==> src/rtl/spim_pkg.sv <==
// Shared definitions for the SPI master: register addresses, the frame
// format layout, chip-select mode codes and small helper functions.
package spim_pkg;

    localparam logic [2:0] ADR_DIV = 3'd0;
    localparam logic [2:0] ADR_FMT = 3'd1;
    localparam logic [2:0] ADR_CSM = 3'd2;
    localparam logic [2:0] ADR_TXD = 3'd3;
    localparam logic [2:0] ADR_RXD = 3'd4;

    localparam logic [1:0] CSM_AUTO = 2'd0;
    localparam logic [1:0] CSM_HOLD = 2'd1;

    typedef struct packed {
        logic [3:0] len;
        logic [1:0] rsvd;
        logic       dir_tx;
        logic       lsb;
        logic [1:0] lanes;
        logic       cpha;
        logic       cpol;
    } fmt_t;

    // Reverse the bit order of a byte.
    function automatic logic [7:0] rev8(input logic [7:0] x);
        logic [7:0] r;
        for (int i = 0; i < 8; i++) r[i] = x[7-i];
        return r;
    endfunction

    // Frame length, with 0 or values above 8 read as 8.
    function automatic logic [3:0] eff_len(input logic [3:0] code);
        return (code == 4'd0 || code > 4'd8) ? 4'd8 : code;
    endfunction

    // log2 of the number of lanes used for a lane code.
    function automatic logic [1:0] lane_lg(input logic [1:0] code);
        return (code == 2'd0) ? 2'd0 : (code == 2'd1) ? 2'd1 : 2'd2;
    endfunction

endpackage

==> src/rtl/spim_fifo.sv <==
// Synchronous first-in first-out queue.
// Assumes DEPTH is a power of two. A push while full and a pop while
// empty are both ignored. Read data is the head entry, shown without a
// register.
module spim_fifo #(
    parameter int WIDTH = 8,
    parameter int DEPTH = 8
) (
    input  logic             clk,
    input  logic             rst_n,
    input  logic             push,
    input  logic [WIDTH-1:0] din,
    input  logic             pop,
    output logic [WIDTH-1:0] dout,
    output logic             full,
    output logic             empty
);
    localparam int AW = $clog2(DEPTH);
    localparam int CW = AW + 1;

    logic [WIDTH-1:0] mem [DEPTH];
    logic [AW-1:0]    wp, rp;
    logic [CW-1:0]    cnt;
    logic             do_push, do_pop;

    assign full    = (cnt == CW'(DEPTH));
    assign empty   = (cnt == '0);
    assign do_push = push && !full;
    assign do_pop  = pop && !empty;
    assign dout    = mem[rp];

    // Storage array: write the entry at the write pointer.
    always_ff @(posedge clk) begin
        if (do_push) mem[wp] <= din;
    end

    // Pointers and fill level.
    always_ff @(posedge clk) begin
        if (!rst_n) begin
            wp  <= '0;
            rp  <= '0;
            cnt <= '0;
        end else begin
            if (do_push) wp <= wp + 1'b1;
            if (do_pop)  rp <= rp + 1'b1;
            if (do_push && !do_pop)      cnt <= cnt + 1'b1;
            else if (do_pop && !do_push) cnt <= cnt - 1'b1;
        end
    end

endmodule

==> src/rtl/spim_clkdiv.sv <==
// SCK half-period timer. While run is high it counts peripheral clocks and
// gives a one-cycle tick every div+1 cycles. A restart clears the count so
// that a new frame always begins with a full half period.
module spim_clkdiv #(
    parameter int DIV_W = 12
) (
    input  logic             clk,
    input  logic             rst_n,
    input  logic             restart,
    input  logic             run,
    input  logic [DIV_W-1:0] div,
    output logic             tick
);
    logic [DIV_W-1:0] cnt;

    assign tick = run && (cnt == div);

    // Count the half period and wrap on the tick.
    always_ff @(posedge clk) begin
        if (!rst_n)                cnt <= '0;
        else if (restart || !run)  cnt <= '0;
        else if (cnt == div)       cnt <= '0;
        else                       cnt <= cnt + 1'b1;
    end

endmodule

==> src/rtl/spim_engine.sv <==
// Frame shift engine. It takes a byte from the transmit queue and counts
// SCK edges (two per bit group), driving and sampling the data lanes on
// the edges chosen by CPHA. It then returns the received frame. It assumes
// the format stays unchanged while a frame is in flight.
module spim_engine
    import spim_pkg::*;
(
    input  logic       clk,
    input  logic       rst_n,
    input  fmt_t       fmt,
    input  logic       tick,
    input  logic       tx_valid,
    input  logic [7:0] tx_data,
    input  logic       rx_room,
    input  logic [3:0] dq_in,
    output logic       start,
    output logic       busy,
    output logic       frame_done,
    output logic       rx_push,
    output logic [7:0] rx_data,
    output logic       sck,
    output logic [3:0] dq_out,
    output logic [3:0] dq_oe
);
    logic [7:0] sh, rs, rs_n, aligned;
    logic [4:0] k;
    logic [3:0] len, lanes_n, nsteps, nb;
    logic [1:0] lg;
    logic       need_rx, cur_need, sample, shift, last;
    logic       unused_rsvd;

    assign unused_rsvd = ^fmt.rsvd;

    assign len     = eff_len(fmt.len);
    assign lg      = lane_lg(fmt.lanes);
    assign lanes_n = 4'd1 << lg;
    assign nsteps  = (len + lanes_n - 4'd1) >> lg;
    assign nb      = nsteps << lg;
    assign need_rx = (fmt.lanes == 2'd0) || !fmt.dir_tx;

    assign start      = !busy && tx_valid && (!need_rx || rx_room);
    assign sample     = (k[0] == fmt.cpha);
    assign shift      = (k[0] != fmt.cpha) && !(fmt.cpha && k == 5'd0);
    assign last       = (k == {nsteps, 1'b0} - 5'd1);
    assign frame_done = busy && tick && last;
    assign rx_push    = frame_done && cur_need;

    // Receive shifter value after this cycle's sample, if any.
    always_comb begin
        rs_n = rs;
        if (busy && tick && sample) begin
            case (lg)
                2'd0:    rs_n = {rs[6:0], dq_in[1]};
                2'd1:    rs_n = {rs[5:0], dq_in[1:0]};
                default: rs_n = {rs[3:0], dq_in[3:0]};
            endcase
        end
    end

    // Put the received frame in the low bits, in the selected bit order.
    always_comb begin
        aligned = rs_n >> (nb - len);
        rx_data = fmt.lsb ? (rev8(aligned) >> (4'd8 - len)) : aligned;
    end

    // Lane drive: the earliest bit of each group goes on the highest lane used.
    always_comb begin
        case (lg)
            2'd0:    dq_out = {3'b000, sh[7]};
            2'd1:    dq_out = {2'b00, sh[7:6]};
            default: dq_out = sh[7:4];
        endcase
        if (fmt.lanes == 2'd0)      dq_oe = 4'b0001;
        else if (busy && fmt.dir_tx) dq_oe = (lg == 2'd1) ? 4'b0011 : 4'b1111;
        else                         dq_oe = 4'b0000;
    end

    // Frame sequencing: load, edge counting, shifting and sampling.
    always_ff @(posedge clk) begin
        if (!rst_n) begin
            busy     <= 1'b0;
            sck      <= 1'b0;
            sh       <= '0;
            rs       <= '0;
            k        <= '0;
            cur_need <= 1'b0;
        end else if (start) begin
            busy     <= 1'b1;
            sck      <= fmt.cpol;
            sh       <= fmt.lsb ? rev8(tx_data) : (tx_data << (4'd8 - len));
            rs       <= '0;
            k        <= '0;
            cur_need <= need_rx;
        end else if (busy && tick) begin
            sck <= ~sck;
            k   <= k + 5'd1;
            rs  <= rs_n;
            if (shift) sh <= sh << lanes_n;
            if (last)  busy <= 1'b0;
        end else if (!busy) begin
            sck <= fmt.cpol;
        end
    end

endmodule

==> src/rtl/spim_top.sv <==
// SPI master top. It holds the register file, the two byte queues, the
// SCK divider, the shift engine and chip-select control. Status is read
// in bit 31 of the data registers. A read of the receive data register
// removes the byte that it returns.
module spim_top
    import spim_pkg::*;
#(
    parameter int DIV_W     = 12,
    parameter int TXQ_DEPTH = 8,
    parameter int RXQ_DEPTH = 8
) (
    input  logic        clk,
    input  logic        rst_n,
    input  logic        bus_wr,
    input  logic        bus_rd,
    input  logic [2:0]  bus_addr,
    input  logic [31:0] bus_wdata,
    output logic [31:0] bus_rdata,
    output logic        sck,
    output logic        cs_n,
    output logic [3:0]  dq_out,
    output logic [3:0]  dq_oe,
    input  logic [3:0]  dq_in
);
    localparam logic [DIV_W-1:0] DIV_RST = DIV_W'(3);
    localparam fmt_t             FMT_RST = 12'h800;

    logic [DIV_W-1:0] div_q;
    fmt_t             fmt_q;
    logic [1:0]       csm_q;
    logic             wr_tx, rd_rx, tx_full, tx_empty, rx_full, rx_empty;
    logic [7:0]       tx_head, rx_head, rx_byte;
    logic             start, busy, frame_done, rx_push, tick, cs_act;
    logic             unused_wdata;

    assign unused_wdata = ^bus_wdata[31:12];
    assign wr_tx = bus_wr && (bus_addr == ADR_TXD);
    assign rd_rx = bus_rd && (bus_addr == ADR_RXD);

    // Configuration registers.
    always_ff @(posedge clk) begin
        if (!rst_n) begin
            div_q <= DIV_RST;
            fmt_q <= FMT_RST;
            csm_q <= CSM_AUTO;
        end else if (bus_wr) begin
            case (bus_addr)
                ADR_DIV: div_q <= bus_wdata[DIV_W-1:0];
                ADR_FMT: fmt_q <= bus_wdata[11:0];
                ADR_CSM: csm_q <= bus_wdata[1:0];
                default: ;
            endcase
        end
    end

    // Read mux, with status in bit 31 of the data registers.
    always_comb begin
        case (bus_addr)
            ADR_DIV: bus_rdata = 32'(div_q);
            ADR_FMT: bus_rdata = 32'(fmt_q);
            ADR_CSM: bus_rdata = 32'(csm_q);
            ADR_TXD: bus_rdata = {tx_full, 31'd0};
            ADR_RXD: bus_rdata = rx_empty ? 32'h8000_0000 : {24'd0, rx_head};
            default: bus_rdata = 32'd0;
        endcase
    end

    spim_fifo #(.WIDTH(8), .DEPTH(TXQ_DEPTH)) u_txq (
        .clk(clk), .rst_n(rst_n), .push(wr_tx), .din(bus_wdata[7:0]),
        .pop(start), .dout(tx_head), .full(tx_full), .empty(tx_empty)
    );

    spim_fifo #(.WIDTH(8), .DEPTH(RXQ_DEPTH)) u_rxq (
        .clk(clk), .rst_n(rst_n), .push(rx_push), .din(rx_byte),
        .pop(rd_rx), .dout(rx_head), .full(rx_full), .empty(rx_empty)
    );

    spim_clkdiv #(.DIV_W(DIV_W)) u_div (
        .clk(clk), .rst_n(rst_n), .restart(start), .run(busy),
        .div(div_q), .tick(tick)
    );

    spim_engine u_eng (
        .clk(clk), .rst_n(rst_n), .fmt(fmt_q), .tick(tick),
        .tx_valid(!tx_empty), .tx_data(tx_head), .rx_room(!rx_full),
        .dq_in(dq_in), .start(start), .busy(busy), .frame_done(frame_done),
        .rx_push(rx_push), .rx_data(rx_byte), .sck(sck),
        .dq_out(dq_out), .dq_oe(dq_oe)
    );

    // Chip-select state: assert at frame start, then release or hold by mode.
    always_ff @(posedge clk) begin
        if (!rst_n)                          cs_act <= 1'b0;
        else if (start)                      cs_act <= !csm_q[1];
        else if (frame_done)                 cs_act <= cs_act && (csm_q == CSM_HOLD);
        else if (!busy && csm_q != CSM_HOLD) cs_act <= 1'b0;
    end

    assign cs_n = ~cs_act;

endmodule

==> config.mk <==
export PLATFORM = sky130hd
export DESIGN_NAME = spim_top
export DESIGN_NICKNAME = d
export VERILOG_FILES = /design/src/rtl/spim_pkg.sv /design/src/rtl/spim_fifo.sv /design/src/rtl/spim_clkdiv.sv /design/src/rtl/spim_engine.sv /design/src/rtl/spim_top.sv
export SDC_FILE = /design/constraint.sdc
export NUM_CORES = 1
export LEC_CHECK = 0
export CAP_MARGIN = 20
export CORE_AREA = 2 2 148 150
export DETAILED_ROUTE_END_ITERATION = 10
export DIE_AREA = 0 0 150 152
export DONT_BUFFER_PORTS = 1
export MAX_ROUTING_LAYER = met4
export PLACE_DENSITY = 0.79
export SYNTH_ARGS = -nofsm -noshare
export SYNTH_HDL_FRONTEND = slang
export SYNTH_HIERARCHICAL = 1
export SYNTH_SLANG_ARGS = --single-unit
==> constraint.sdc <==
create_clock -name clk -period 9.8 [get_ports clk]
set_input_delay 0 -clock clk [delete_from_list [all_inputs] [get_ports clk]]
set_output_delay 0 -clock clk [all_outputs]
set_load 0.005 [all_outputs]
**Yosys cells after proc, flatten, opt, wreduce, memory -nomap -nowiden**

Memory sizes are Yosys's and may differ from the RTL's. A register that Yosys moved wholly into a read port is not among the register bits.
Cells that the tools add are included.

- Add/sub/neg operators: 15
- Magnitude comparators: 1
- Equal/unequal tests: 15
- Shifts and indexed selects: 7
- Multiplexer cells: 37
- Bitwise logic cells: 3
- Reduce and logical (&&, ||, !) cells: 59

Operators by type and width:

| kind | number |
|---|---|
| $pmux 32 s5 | 1 |
| $mux 8 | 6 |
| $mux 32 | 1 |
| $mux 4 | 8 |
| $logic_and 1x1->1 | 22 |
| $pmux 8 s2 | 1 |
| $shl 8x4->8 | 2 |
| $shr 8x4->8 | 2 |
| $logic_not 1->1 | 13 |
| $mux 1 | 13 |
| $add 12x1->12 const B | 1 |
| $add 3x1->3 const B | 4 |
| $eq 12x12->1 | 1 |
| $logic_not 4->1 | 3 |
| $mux 3 | 4 |
| $sub 4x1->4 const B | 3 |
| $reduce_and 2->1 | 5 |
| $reduce_bool 2->1 | 5 |
| $add 4x1->4 const B | 2 |
| $eq 4x4->1 const B | 2 |
| $pmux 4 s2 | 1 |
| $eq 2x1->1 const B | 3 |
| $eq 3x2->1 const B | 2 |
| $add 5x1->5 const B | 1 |
| other kinds (24) | 31 |

- Bits in registers: 83
- RAM bits: 128
- Bits of input ports: 43
- Output and inout port bits: 42
- Word-level logic and storage cells: 162
- Memories kept: 2

Memory list:

| memory | words | width | rd ports | clocked after Yosys merged registers in | write ports | RTL line | text |
|---|---|---|---|---|---|---|---|
| u_rxq.mem | 8 | 8 | 1 | 1 | 1 | spim_fifo.sv:21 | `logic [WIDTH-1:0] mem [DEPTH];` |
| u_txq.mem | 8 | 8 | 1 | 1 | 1 | spim_fifo.sv:21 |  |

**Longest topological paths before layout**

- Depth after elaboration: 16
- Gate-level depth with buffers: 26
- Depth with buffers taken out: 25

**Modules after synthesis**

Netlist, hierarchy kept.

Modules (own cells, without submodules):

| module | times used | cells each | area each (um^2) | sequential area each (um^2) |
|---|---|---|---|---|
| spim_fifo | 2 | 166 | 3166.8 | 2182.1 |
| spim_engine | 1 | 385 | 2909.0 | 480.5 |
| spim_top | 1 | 192 | 1562.7 | 540.5 |
| spim_clkdiv | 1 | 71 | 735.7 | 240.2 |

**Least setup slack after synthesis**

OpenSTA, ideal clock, no wires.

- Path type: reg2reg
- Start point: register fmt_q[2] (netlist name)
- End point: register u_rxq.cnt[3]
- Library setup time: 0.072 ns
- Data arrival time: 4.914 ns
- Required time: 9.728 ns
- Slack: 4.814 ns
- Cell stages (with the launch flop): 27
- Path buffers: 2
- Period minus slack after synthesis: 4.986 ns
- Path through: dfxtp_1 -> buf_6 -> clkbuf_1 -> nand2_1 -> ha_1 -> inv_1 -> ha_1 -> inv_1 -> fa_1 -> xor2_1 -> xnor2_1 -> nor2_1 -> a21oi_1 -> ha_1 -> xor2_1 -> nand3_1 -> nor4_1 -> and2_1 -> nand2_4 -> inv_1 -> ha_1 -> inv_1 -> ha_1 -> a21oi_1 -> a211oi_1 -> a31oi_1 -> mux2i_1

- Longest elaborated chain between the ends: 15
- Elaborated cells between the ends (all ways): 18
- Classes of those cells: add/sub: 3; eq/ne: 2; shift: 2; mux: 3; reduce/logical: 8

RTL lines:

| element | RTL line | text |
|---|---|---|
| start: declaration | spim_top.sv:29 | `fmt_t fmt_q;` |
| start signal: assignment | spim_top.sv:49 | `ADR_FMT: fmt_q <= bus_wdata[11:0];` |
| $eq 2x1->1 | spim_pkg.sv:38 | `return (code == 2'd0) ? 2'd0 : (code == 2'd1) ? 2'd1 : 2'd2;` |
| $mux 2 | spim_pkg.sv:38 |  |
| $mux 2 * | spim_pkg.sv:38 |  |
| $shl 1x2->4 | spim_engine.sv:36 | `assign lanes_n = 4'd1 << lg;` |
| $add 4x4->4 | spim_engine.sv:37 | `assign nsteps = (len + lanes_n - 4'd1) >> lg;` |
| $sub 4x1->4 | spim_engine.sv:37 |  |
| $shr 4x2->4 * | spim_engine.sv:37 |  |
| $sub 5x1->5 * | spim_engine.sv:44 | `assign last = (k == {nsteps, 1'b0} - 5'd1);` |
| (+2 left out) | -- |  |
| net frame_done | spim_top.sv:33 | `logic start, busy, frame_done, rx_push, tick, cs_act;` |
| $logic_and 1x1->1 * | spim_engine.sv:46 | `assign rx_push = frame_done && cur_need;` |
| net rx_push | spim_top.sv:33 |  |
| $logic_and 1x1->1 * | spim_fifo.sv:28 | `assign do_push = push && !full;` |
| net u_rxq.do_push | spim_fifo.sv:24 | `logic do_push, do_pop;` |
| $logic_not 1->1 | spim_fifo.sv:47 | `else if (do_pop && !do_push) cnt <= cnt - 1'b1;` |
| $logic_and 1x1->1 | spim_fifo.sv:47 |  |
| $reduce_bool 2->1 (no source line) | -- |  |
| end signal: assignment | spim_fifo.sv:46 | `if (do_push && !do_pop) cnt <= cnt + 1'b1;` |
| end signal: assignment | spim_fifo.sv:47 |  |
| end: declaration | spim_fifo.sv:23 | `logic [CW-1:0] cnt;` |

Mark *: on every way through the listed nets, which the timed path passes. The rest lies on a longest branch.
A chain may end at the register's enable or synchronous reset.

**Final worst setup path**

- Start point: register fmt_q[3] (netlist name)
- End point: memory u_rxq.mem[4][3], enable pin

- Longest elaborated chain between the ends: 14
- Elaborated cells between the ends (all ways): 15
- Classes of those cells: add/sub: 3; eq/ne: 2; shift: 2; mux: 4; reduce/logical: 4

RTL lines:

| element | RTL line | text |
|---|---|---|
| $eq 2x1->1 | spim_pkg.sv:38 |  |
| $mux 2 | spim_pkg.sv:38 |  |
| $mux 2 * | spim_pkg.sv:38 |  |
| $shl 1x2->4 | spim_engine.sv:36 |  |
| $add 4x4->4 | spim_engine.sv:37 |  |
| $sub 4x1->4 | spim_engine.sv:37 |  |
| $shr 4x2->4 * | spim_engine.sv:37 |  |
| $sub 5x1->5 * | spim_engine.sv:44 |  |
| $eq 5x5->1 * | spim_engine.sv:44 |  |
| $logic_and 1x1->1 * | spim_engine.sv:45 | `assign frame_done = busy && tick && last;` |
| net frame_done | spim_top.sv:33 |  |
| $logic_and 1x1->1 * | spim_engine.sv:46 |  |
| net rx_push | spim_top.sv:33 |  |
| $logic_and 1x1->1 * | spim_fifo.sv:28 |  |
| net u_rxq.do_push | spim_fifo.sv:24 |  |
| $mux 1 * | spim_fifo.sv:34 | `if (do_push) mem[wp] <= din;` |
| $mux 1 (implied by the code) * | spim_fifo.sv:34 |  |
| end: declaration | spim_fifo.sv:21 |  |

Marks and branches as above.

==> impl_metrics.csv <==
group,metric,value,unit
floorplan,dieArea,22800,um^2
floorplan,die_height,152,um
setup_path,cp_cell_sequence,"buf_4, nor2_1, inv_2, ha_1, inv_1, ha_1, inv_1, fa_1, xor2_1, xnor2_1, nor2_1, a21oi_1, ha_1, xor2_1, nand3_1, nor4_1, and2_1, nand2_4, inv_1, nand2_1, nor3_1, buf_4",
synth,synth_cell_types,92,
floorplan,chipWidth,150,um
pwr,power_leakage,4.50,nW
grt,antenna_found_initial,0,
sta,rsz0062_at_grt,"no",
final_layout,synthToLayoutAreaGrowth,10.9,%
synth,netlist_area,11500,um^2
placement,buffer_ports.inserted,0,
clock_tree,cts.sinks,217,
synth,instance_count_of_the_mapped_netlist,980,
final_layout,finalNonFillerCells,1300,
setup_path,critPathMaxFanout,31,
placement,globalplace.congestion,0.910,
clock_tree,ctsLongestPathBuffers,3,
synth,yosys_warnings,6,
clock_tree,ctsHtreeMaxLevel,1,
clock_tree,cts_root_buffer,"clkbuf_16",
sta,max_freq,171,MHz
floorplan,fp-row-count,54,
worst_hold_path,hp-class,"input port to output port",
placement,count_of_placed_standard_cells_including_taps,1222,
setup_path,critical_path_type,"flop to flop",
setup_path,timing.critical_path.slowest_stage_cell,"nor3_1",
run,cap_violations,0,
synth,synth_enable_flop_cells,128,
sta,max_slew_margin,0.232,
drt,drt_iter0_markers,645,
floorplan,initial_utilization,0.541,
grt,grt_pass1_wl,40700,um
sta,finalHoldWorstSlack,37.3,ps
drt,drt-total-wl,25400,um
setup_path,cp-end-kind,"flop",
setup_path,crit_path_start_kind,"flop",
worst_hold_path,min-delay-start,"bus_addr[1]",
setup_path,critical_path.top_delay_family,"simple AND/OR/NAND/NOR gates",
setup_path,crit_path_max_incr_delay,690,ps
setup_path,crit_required,10030,ps
final_layout,final.fill_count,1676,
sta,finalSetupTns,0,ps
clock_tree,post_cts_repair_resize_count,0,
placement,post-place-ws,4090,ps
clock_tree,cts_made_buffers,24,
drt,antenna_violating_nets_post_route,0,
run_status,status,"completed",
sta,timing_worst_slew_pin_value,1150,ps
placement,detailedPlacementHpwl,16600,um
clock_tree,cts.repair_timing.setup_buffer_count,0,
sta,clock-skew-final,9.83,ps
final_layout,final_core_utilization,0.599,
floorplan,io_pins,85,
sta,final-hold-violation-count,0,
pwr,p_per_area,184,nW/um^2
final_layout,nNetsFinal,1071,
final_layout,drive_gt1_frac,0.127,
clock_tree,clk_pin_slew_worst_paths,60,ps
grt,globalRoute.totalOverflow,0,
sta,post-route-period-util,0.598,
drt,firstDrtPassIters,5,
grt,largest_net_degree_at_the_start_of_global_routing,66,
setup_path,reg2reg_from,"fmt_q[3]$_SDFFE_PN0P_",
sta,final_period_minus_worst_setup_slack,5860,ps
grt,global_route.usage.total,0.231,
drt,avgRoutedWirePerCell,19.5,um
synth,synth_area_per_cell,11.8,um^2
synth,postSynthRegisterBits,217,
final_layout,num_antenna_cells,0,
synth,asyncSetResetFlopFracSynth,0,
synth,yosys.area.top_type,"edfxtp_1",
sta,finalSetupViolations,0,
drt,drc,0,
sta,final_max_slew_viol_count,0,
clock_tree,clock_insertion_delay_worst_skew,520,ps
sta,final.setup.worst_slack,3940,ps
drt,drt-vias-per-instance,6.02,
drt,dr_total_vias,7825,
grt,grt_pass1_vias,7457,
synth,ys_seq_area_frac,0.487,
synth,top_cells_by_area_in_the_synthesized_netlist,"edfxtp_1, dfxtp_1, mux4_1",
setup_path,critPathArrivalTime,6080,ps
synth,yosysTopAreaCellShare,0.333,
pwr,peakVddDrop,0.000159,V
setup_path,critPathBufInv,6,
setup_path,startpoint,"fmt_q[3]$_SDFFE_PN0P_",
floorplan,core_area,21400,um^2
synth,postSynth.topFlopCell,"edfxtp_1",
clock_tree,tritoncts_clock_tree,"yes",
==> per-stage QoR <==
| step | total power (W) | area (um^2) |
|---|---|---|
| 2_1_floorplan | 0.00137 | 11600 |
| 3_3_place_gp | 0.00141 | 11600 |
| 3_5_place_dp | 0.00142 | 11600 |
| 4_1_cts | 0.00236 | 12800 |
| 5_1_grt | 0.00245 | 12800 |
| 6_report | 0.00235 | 12800 |
==> layout make-up <==
cell class / count / area, um^2 / area share
tap: 280 / 350 / 0.0274
clock buffer: 33 / 671 / 0.0524
clock inverter: 11 / 146 / 0.0114
inverter: 29 / 109 / 0.00851
timing repair buffer: 50 / 469 / 0.0367
multi-input combinational: 680 / 5430 / 0.424
sequential: 217 / 5630 / 0.440
==> placed cells by master (no fill, tap or decap), types with 19 or more instances in the layout <==
cell type      count
dlygate4sd3_1     31
o21ai_0           26
inv_1             25
xnor2_1           36
conb_1            19
nor3_1            20
mux2i_1           42
edfxtp_1         128
mux4_1            32
ha_1              22
mux2_2            23
nand3_1           26
nor2_1            65
a21oi_1           20
and2_1            24
dfxtp_1           89
nand2_1          106
clkbuf_16         25
==> repair_timing <==
item / 4_1_cts / 5_1_grt
endpoints found under the hold margin: 141 / 0
hold buffers: 32 / 0
setup endpoints to repair: 0 / 0
==> cell usage after synthesis, types with 11 or more instances <==
cell and instances:
a211oi_1 11, a21boi_1 17, a21oi_1 20, and2_1 24
buf_4 25, clkbuf_1 32, dfxtp_1 89, edfxtp_1 128
ha_1 22, inv_1 25, mux2_2 23, mux2i_1 42
mux4_1 32, nand2_1 106, nand2b_1 17, nand3_1 26
nor2_1 65, nor3_1 20, nor3_2 11, o21ai_0 26
xnor2_1 36, xor2_1 11
==> power by group <==
group / internal (W) / total [W] / switching, W / leakage, nW
sequential: 0.000997 / 0.00106 / 0.0000594 / 1.92
clock: 0.000561 / 0.000922 / 0.000360 / 0.398
combinational: 0.000171 / 0.000373 / 0.000201 / 2.18
==> worst paths after layout <==
| path | to | slack (ps) | cells after the start |
|---|---|---|---|
| min reg2reg | fmt_q[7]$_SDFFE_PN0P_ | 470 | 2 |
| max reg2reg | u_rxq/mem[4][3]$_DFFE_PP_ | 3940 | 22 |
| max | u_rxq/mem[4][3]$_DFFE_PP_ | 3940 | 22 |
| min | bus_rdata[3] | 40 | 1 |
==> per-layer routing <==
layer	vias up	share of wire	track usage
li1	3642	-	-
met1	3814	0.43	0.318
met2	310	0.48	0.352
met3	59	0.067	0.0375
met4	0	0.027	0.0746
met5	-	0	-
==> cells by family (layout without fill, tap and decap cells) <==
| logic type | Yosys count | count (layout) | synth area share |
|---|---|---|---|
| DFF | 217 | 217 | 0.487 |
| adders and majority gates | 26 | 26 | 0.0308 |
| muxes | 105 | 105 | 0.145 |
| AOI/OAI and AO/OA | 152 | 152 | 0.0968 |
| buffers and inverters | 101 | 123 | 0.0482 |
| other | 1 | 19 | 0.000325 |
| xor gates and xnor gates | 50 | 50 | 0.0409 |
| and+or+nand+nor | 328 | 328 | 0.151 |
==> registers in the layout, summed over array words and instances, names as in the netlist, 2 cells and up, named ones only <==
signal and count:
u_rxq/mem 64, u_txq/mem 64, div_q 12, fmt_q 12, u_div/cnt 12, u_eng/rs 8
u_eng/sh 8, u_eng/k 5, u_rxq/cnt 4, u_txq/cnt 4, u_rxq/rp 3, u_rxq/wp 3
u_txq/rp 3, u_txq/wp 3, csm_q 2
==> worst register-to-register path, cell delays in order (launching register included) <==
cell and delay [ps]:
dfxtp_1 290, buf_4 220, nor2_1 370, inv_2 180, ha_1 240, inv_1 60, ha_1 130, inv_1 40
fa_1 370, xor2_1 190, xnor2_1 490, nor2_1 80, a21oi_1 140, ha_1 250, xor2_1 130, nand3_1 90
nor4_1 650, and2_1 340, nand2_4 110, inv_1 110, nand2_1 110, nor3_1 690, buf_4 280
No activity file was read; power rests on OpenSTA's default activity.
